==> src/rtl/ecp_pkg.sv <==
`timescale 1ns/1ps
package ecp_pkg;

    localparam int unsigned HOST_AW = 3;

    typedef logic [7:0] byte_t;

    localparam logic [HOST_AW-1:0] OFS_DATA = 3'd0;
    localparam logic [HOST_AW-1:0] OFS_CTRL = 3'd4;

    localparam byte_t OP_FETCH = 8'h80;
    localparam byte_t OP_STORE = 8'h81;

    typedef enum logic [1:0] {
        CK_NONE,
        CK_FETCH,
        CK_STORE
    } cmd_kind_e;

    typedef enum logic [2:0] {
        SQ_IDLE,
        SQ_RD_ADDR,
        SQ_RD_FETCH,
        SQ_WR_ADDR,
        SQ_WR_DATA
    } seq_state_e;

    // Byte captured from the host, tagged with the port it came through
    typedef struct packed {
        logic  is_cmd;
        byte_t value;
    } in_byte_t;

    typedef struct packed {
        logic ibf;
        logic obf;
    } flags_t;

    function automatic byte_t pack_status(flags_t f);
        return {6'b000000, f.ibf, f.obf};
    endfunction

    function automatic cmd_kind_e decode_cmd(byte_t b);
        if (b == OP_FETCH) return CK_FETCH;
        if (b == OP_STORE) return CK_STORE;
        return CK_NONE;
    endfunction

endpackage

==> src/rtl/ecp_host_if.sv <==
`timescale 1ns/1ps
module ecp_host_if
    import ecp_pkg::*;
#(
    parameter int unsigned IBF_LAT = 3
) (
    input  logic               clk,
    input  logic               rst,
    input  logic [HOST_AW-1:0] host_addr,
    input  logic               host_wr,
    input  logic               host_rd,
    input  byte_t              host_wdata,
    output byte_t              host_rdata,
    output logic               consume,
    output in_byte_t           in_byte,
    input  logic               out_load,
    input  byte_t              out_value
);

    localparam int unsigned CNT_W = $clog2(IBF_LAT + 1);
    localparam logic [CNT_W-1:0] CNT_INIT = CNT_W'(IBF_LAT - 1);

    flags_t           flags;
    logic [CNT_W-1:0] lat_cnt;
    in_byte_t         in_q;
    byte_t            out_q;
    logic             wr_hit;
    logic             rd_data;

    assign wr_hit  = host_wr && ((host_addr == OFS_DATA) || (host_addr == OFS_CTRL));
    assign rd_data = host_rd && (host_addr == OFS_DATA);
    assign consume = flags.ibf && (lat_cnt == '0);
    assign in_byte = in_q;

    // Input side: capture, hold IBF for the latency, then hand over
    always_ff @(posedge clk) begin
        if (rst) begin
            flags.ibf <= 1'b0;
            lat_cnt   <= '0;
            in_q      <= '0;
        end else if (wr_hit) begin
            flags.ibf <= 1'b1;
            lat_cnt   <= CNT_INIT;
            in_q      <= '{is_cmd: (host_addr == OFS_CTRL), value: host_wdata};
        end else if (consume) begin
            flags.ibf <= 1'b0;
        end else if (flags.ibf) begin
            lat_cnt   <= lat_cnt - 1'b1;
        end
    end

    // Output side: a fresh result beats a simultaneous host read
    always_ff @(posedge clk) begin
        if (rst) begin
            flags.obf <= 1'b0;
            out_q     <= '0;
        end else if (out_load) begin
            flags.obf <= 1'b1;
            out_q     <= out_value;
        end else if (rd_data) begin
            flags.obf <= 1'b0;
        end
    end

    always_comb begin
        case (host_addr)
            OFS_DATA: host_rdata = out_q;
            OFS_CTRL: host_rdata = pack_status(flags);
            default:  host_rdata = '0;
        endcase
    end

    // Checker state: cycles since the last accepted write while IBF stays high
    logic [CNT_W:0] ibf_run;
    localparam logic [CNT_W:0] RUN_MAX = (CNT_W + 1)'(IBF_LAT);

    always_ff @(posedge clk) begin
        if (rst)             ibf_run <= '0;
        else if (wr_hit)     ibf_run <= (CNT_W + 1)'(1);
        else if (flags.ibf && !consume) ibf_run <= ibf_run + 1'b1;
        else                 ibf_run <= '0;
    end

    assert_write_sets_ibf_R3: assert property (@(posedge clk) disable iff (rst)
        wr_hit |=> flags.ibf);

    assert_ibf_bounded_R3: assert property (@(posedge clk) disable iff (rst)
        flags.ibf |-> (ibf_run <= RUN_MAX));

    assert_consume_at_limit_R3: assert property (@(posedge clk) disable iff (rst)
        (flags.ibf && ibf_run == RUN_MAX && !wr_hit) |=> !flags.ibf);

    assert_rd_clears_obf_R6: assert property (@(posedge clk) disable iff (rst)
        (rd_data && flags.obf && !out_load) |=> (!flags.obf && $stable(out_q)));

    assert_ignored_offset_R1: assert property (@(posedge clk) disable iff (rst)
        (host_wr && !wr_hit && !flags.ibf) |=> !flags.ibf);

endmodule

==> src/rtl/ecp_sequencer.sv <==
`timescale 1ns/1ps
module ecp_sequencer
    import ecp_pkg::*;
#(
    parameter int unsigned ADDR_W = 8
) (
    input  logic              clk,
    input  logic              rst,
    input  logic              consume,
    input  in_byte_t          in_byte,
    output logic [ADDR_W-1:0] rf_addr,
    output logic              rf_we,
    output byte_t             rf_wdata,
    output logic              rf_re,
    input  byte_t             rf_rdata,
    output logic              out_load,
    output byte_t             out_value
);

    seq_state_e        st, st_nx;
    logic [ADDR_W-1:0] addr_q;
    logic              data_take;
    cmd_kind_e         kind;

    assign data_take = consume && !in_byte.is_cmd;
    assign kind      = decode_cmd(in_byte.value);

    assign rf_re     = data_take && (st == SQ_RD_ADDR);
    assign rf_we     = data_take && (st == SQ_WR_DATA);
    assign rf_addr   = rf_we ? addr_q : in_byte.value[ADDR_W-1:0];
    assign rf_wdata  = in_byte.value;
    assign out_load  = (st == SQ_RD_FETCH);
    assign out_value = rf_rdata;

    always_comb begin
        st_nx = st;
        if (consume && in_byte.is_cmd) begin
            // Any command restarts the sequence, whatever was in flight
            case (kind)
                CK_FETCH: st_nx = SQ_RD_ADDR;
                CK_STORE: st_nx = SQ_WR_ADDR;
                default:  st_nx = SQ_IDLE;
            endcase
        end else if (data_take) begin
            case (st)
                SQ_RD_ADDR: st_nx = SQ_RD_FETCH;
                SQ_WR_ADDR: st_nx = SQ_WR_DATA;
                default:    st_nx = SQ_IDLE;
            endcase
        end else if (st == SQ_RD_FETCH) begin
            st_nx = SQ_IDLE;
        end
    end

    always_ff @(posedge clk) begin
        if (rst) begin
            st     <= SQ_IDLE;
            addr_q <= '0;
        end else begin
            st <= st_nx;
            if (data_take && st == SQ_WR_ADDR) addr_q <= in_byte.value[ADDR_W-1:0];
        end
    end

    assert_strobes_exclusive_R5: assert property (@(posedge clk) disable iff (rst)
        !(rf_we && rf_re));

    assert_load_after_fetch_R4: assert property (@(posedge clk) disable iff (rst)
        out_load |-> $past(rf_re));

    assert_unknown_idles_R7: assert property (@(posedge clk) disable iff (rst)
        (consume && in_byte.is_cmd && kind == CK_NONE) |=> (st == SQ_IDLE));

    assert_cmd_restarts_R8: assert property (@(posedge clk) disable iff (rst)
        (consume && in_byte.is_cmd && kind == CK_FETCH) |=> (st == SQ_RD_ADDR));

    assert_idle_data_quiet_R9: assert property (@(posedge clk) disable iff (rst)
        (st == SQ_IDLE) |-> !(rf_we || rf_re));

endmodule

==> src/rtl/ecp_host_port.sv <==
`timescale 1ns/1ps
module ecp_host_port
    import ecp_pkg::*;
#(
    parameter int unsigned IBF_LAT = 3,
    parameter int unsigned ADDR_W  = 8
) (
    input  logic              clk,
    input  logic              rst,
    input  logic [2:0]        host_addr,
    input  logic              host_wr,
    input  logic              host_rd,
    input  logic [7:0]        host_wdata,
    output logic [7:0]        host_rdata,
    output logic [ADDR_W-1:0] rf_addr,
    output logic              rf_we,
    output logic [7:0]        rf_wdata,
    output logic              rf_re,
    input  logic [7:0]        rf_rdata
);

    logic     consume;
    in_byte_t in_byte;
    logic     out_load;
    byte_t    out_value;

    ecp_host_if #(.IBF_LAT(IBF_LAT)) u_host (
        .clk        (clk),
        .rst        (rst),
        .host_addr  (host_addr),
        .host_wr    (host_wr),
        .host_rd    (host_rd),
        .host_wdata (host_wdata),
        .host_rdata (host_rdata),
        .consume    (consume),
        .in_byte    (in_byte),
        .out_load   (out_load),
        .out_value  (out_value)
    );

    ecp_sequencer #(.ADDR_W(ADDR_W)) u_seq (
        .clk       (clk),
        .rst       (rst),
        .consume   (consume),
        .in_byte   (in_byte),
        .rf_addr   (rf_addr),
        .rf_we     (rf_we),
        .rf_wdata  (rf_wdata),
        .rf_re     (rf_re),
        .rf_rdata  (rf_rdata),
        .out_load  (out_load),
        .out_value (out_value)
    );

    assert_reset_quiet_R10: assert property (@(posedge clk)
        $past(rst) |-> !(rf_we || rf_re));

endmodule

==> config.mk <==
export PLATFORM = sky130hd
export DESIGN_NAME = ecp_host_port
export DESIGN_NICKNAME = d
export VERILOG_FILES = /design/src/rtl/ecp_pkg.sv /design/src/rtl/ecp_host_if.sv /design/src/rtl/ecp_sequencer.sv /design/src/rtl/ecp_host_port.sv
export SDC_FILE = /design/constraint.sdc
export NUM_CORES = 1
export LEC_CHECK = 0
export CORE_AREA = 2 2 74 55
export DETAILED_ROUTE_END_ITERATION = 7
export DIE_AREA = 0 0 76 57
export PLACE_DENSITY = 0.75
export SYNTH_ARGS = -nofsm -noshare
export SYNTH_HDL_FRONTEND = slang
export SYNTH_HIERARCHICAL = 1
export SYNTH_SLANG_ARGS = --single-unit
==> constraint.sdc <==
create_clock -name clk -period 2.1 [get_ports clk]
set_input_delay 0.42 -clock clk [delete_from_list [all_inputs] [get_ports clk]]
set_output_delay 0.42 -clock clk [all_outputs]
set_load 0.02 [all_outputs]
==> flow_metrics.tcl <==
set metrics [dict create \
    fin_nets 247 \
    drt_iter0_drc 69 \
    worst_hold_slack_ns 0.4807 \
    min_period_ns 2.286 \
    min_path_type "reg2reg" \
    hold_path_end "u_seq/addr_q[1]" \
    ys_ff_latch 32 \
    maxSlewHeadroom 0.5868 \
    critPathRequiredTime_ns 1.68 \
    vias 1333 \
    synthArstFlopShare 0 \
    netlist_instances 170 \
    syn-num-nets 194 \
    clk_latency_ns 0.29 \
    wire_per_inst_um 13.03 \
    pre_cts_ws_ns -0.2619 \
    seq_area_frac_synth 0.3966 \
    power.leakage_nw 0.9119 \
    hp-start "u_seq/addr_q[1]" \
    drive_above_1_share 0.2902 \
    outcome "finished with violations" \
    ios 49 \
    reg2reg_from "u_seq/st[1]" \
    worstMarginPinSlew_ns 0.6185 \
    die_h_um 57 \
    coreArea_um2 3685 \
    synth_warnings 6 \
    finalWorstSetupSlack_ns -0.1859 \
    grt-ovfl-total 0 \
    area_delta_synth_final_pct 41.60 \
    cts-root-buf "clkbuf_8" \
    antenna_found_initial 0 \
    cap_violations 0 \
    clockBufferDepth 2 \
    layout_commonest_cell "dfxtp_1" \
    grt_pass1_wl_um 6072 \
    cts_made_buffers 5 \
    portBuffers 48 \
    avgSynthCellArea_um2 9.502 \
    cts.clk_slew.worst_paths_ns 0.07 \
    finalWirelength_um 3596 \
    path_max_fanout 5 \
    worst-setup-path-type "reg2out" \
    fin_worst_skew_ns 0.006165 \
    grt_pass1_vias 1279 \
    worst_setup_path_end_kind "output pin" \
    htreeDepth 2 \
    reg2reg_slack_ns 0.51 \
    track_usage 0.1795 \
    irDropWorstVdd_mv 0.5367 \
    hold_viol_final 0 \
    max_freq_ghz 0.4375 \
    power_density_nw_per_um2 607.0 \
    fillers 334 \
    holdPathStages 2 \
    dp.final_hpwl_um 2461 \
    fin_crit_sh 1.089 \
    cp_data_arrival_time_ns 1.87 \
    r2r-end "u_host/flags[0]" \
    drc 0 \
    synth-edff-count 0 \
    fin_setup_tns_ns -1.027 \
    finalSetupViolCount 8 \
    gp_congestion 0.8016 \
    maxSlewViolCount 0 \
    start_kind "flip-flop" \
    die-area_um2 4332 \
    rsz0062_at_grt "true" \
    rows 19 \
    yosys.cell_types.count 30 \
    routed_via_density 4.830 \
    synth-main-ff-cell "dfxtp_1" \
    layout_common_cells "30 x dfxtp_1, 29 x clkdlybuf4s50_1, 24 x nor2_1, 20 x mux2i_1, 18 x buf_4" \
    clock-sinks 32 \
    first_pass_iters 4 \
    violations "negative setup slack" \
    fp.dieW_um 76 \
    antenna_cells 0 \
    start_util 0.4384 \
    grt_max_degree 33 \
    synth_area_um2 1615 \
    cts_tree "done" \
    detail-route-antenna-nets 0 \
    r2r_cells 6 \
]
[registers in the layout, indices dropped and copies added (netlist names)]
signal	flops
u_host/out_q	8
u_seq/st	3
u_host/flags	2
u_seq/addr_q	8
u_host/in_byte	9
u_host/lat_cnt	2
[area by class of cell]
| type | instances | area, um2 | share of cell area |
|---|---|---|---|
| clock buffer | 5 | 68.82 | 0.03009 |
| clock inverter | 3 | 42.54 | 0.01860 |
| inverter | 3 | 11.26 | 0.004923 |
| multi-input combinational | 111 | 808.3 | 0.3534 |
| sequential | 32 | 643.1 | 0.2812 |
| tap | 52 | 65.06 | 0.02845 |
| timing repair buffer | 70 | 648.1 | 0.2834 |
[power breakdown]
part / internal, W / total, W / switching, W
Sequential: 0.000620 / 0.000632 / 0.0000113
Combinational: 0.0000984 / 0.000168 / 0.0000693
Clock: 0.000351 / 0.000589 / 0.000238
[synth_stat cells, types with 2 or more instances]
| cell | number | area (um2) |
|---|---|---|
| a21oi_1 | 10 | 50.05 |
| dfxtp_1 | 32 | 640.6 |
| o21ai_0 | 8 | 40.04 |
| clkbuf_1 | 3 | 11.26 |
| mux2_4 | 8 | 120.1 |
| buf_4 | 17 | 127.6 |
| buf_6 | 2 | 22.52 |
| nand3_1 | 9 | 45.04 |
| nor2_1 | 24 | 90.09 |
| inv_1 | 3 | 11.26 |
| and2_1 | 8 | 50.05 |
| nor3_1 | 6 | 30.03 |
| nor2b_1 | 2 | 12.51 |
| buf_2 | 2 | 10.01 |
| mux2i_1 | 20 | 200.2 |
| or2b_1 | 2 | 15.01 |
[how the worst max path moves through the flow]
| stage | startpoint | endpoint | slack [ns] | cells past startpoint |
|---|---|---|---|---|
| after floorplan | u_host/lat_cnt[0] | rf_addr[0] | 0.23 | 6 |
| after global placement | host_addr[2] | host_rdata[1] | -0.25 | 5 |
| after detailed placement | host_addr[2] | host_rdata[0] | -0.26 | 5 |
| after CTS | u_host/lat_cnt[0] | rf_addr[1] | -0.24 | 8 |
| after global routing | u_host/lat_cnt[1] | rf_addr[7] | -0.25 | 8 |
| final | u_host/lat_cnt[1] | rf_addr[7] | -0.19 | 8 |
[worst max-delay path, cell delays in order (launching register included)]
cell and delay (ns):
dfxtp_2 0.31, inv_2 0.07, ha_4 0.13, and2_4 0.13, and4b_2 0.29, buf_12 0.14
buf_6 0.09, mux2_4 0.28, buf_6 0.13
[per-layer routing]
metal / share of wire / GRT usage
met1: 0.46 / 0.2288
met2: 0.45 / 0.2908
met3: 0.073 / 0.04905
met4: 0.016 / 0.08052
met5: 0 / 0
[timing repair]
action / in CTS / in global routing
cloned: 1 / 0
setup endpoints to repair: 18 / 18
endpoints found under the hold margin: 0 / 0
hold buffers: 0 / 0
pin swaps: 0 / 2
setup buffers: 3 / 2
gates resized for setup: 70 / 18
[stage by stage]
| stage | cells | total power, W | area (um2) | util |
|---|---|---|---|---|
| 2_1_floorplan | 170 | 0.0007342 | 1615 | - |
| 3_3_place_gp | 263 | 0.0008060 | 2130 | 0.5779 |
| 3_5_place_dp | 263 | 0.0008071 | 2130 | 0.5779 |
| 4_1_cts | 275 | 0.001400 | 2317 | 0.6289 |
| 5_1_grt | 276 | 0.001444 | 2287 | 0.6207 |
| 6_report | 276 | 0.001388 | 2287 | 0.6207 |
[logic make-up (layout without fill, tap and decap cells)]
family,count (synthesis),after routing,synth area share
buf+inv,27,81,0.1131
flops,32,32,0.3966
mux,28,28,0.1983
fa+ha+maj,1,1,0.007745
xor+xnor,1,1,0.005423
compound gates,23,23,0.08211
simple gates,58,58,0.1967
No activity file was read; power rests on OpenSTA's default activity.
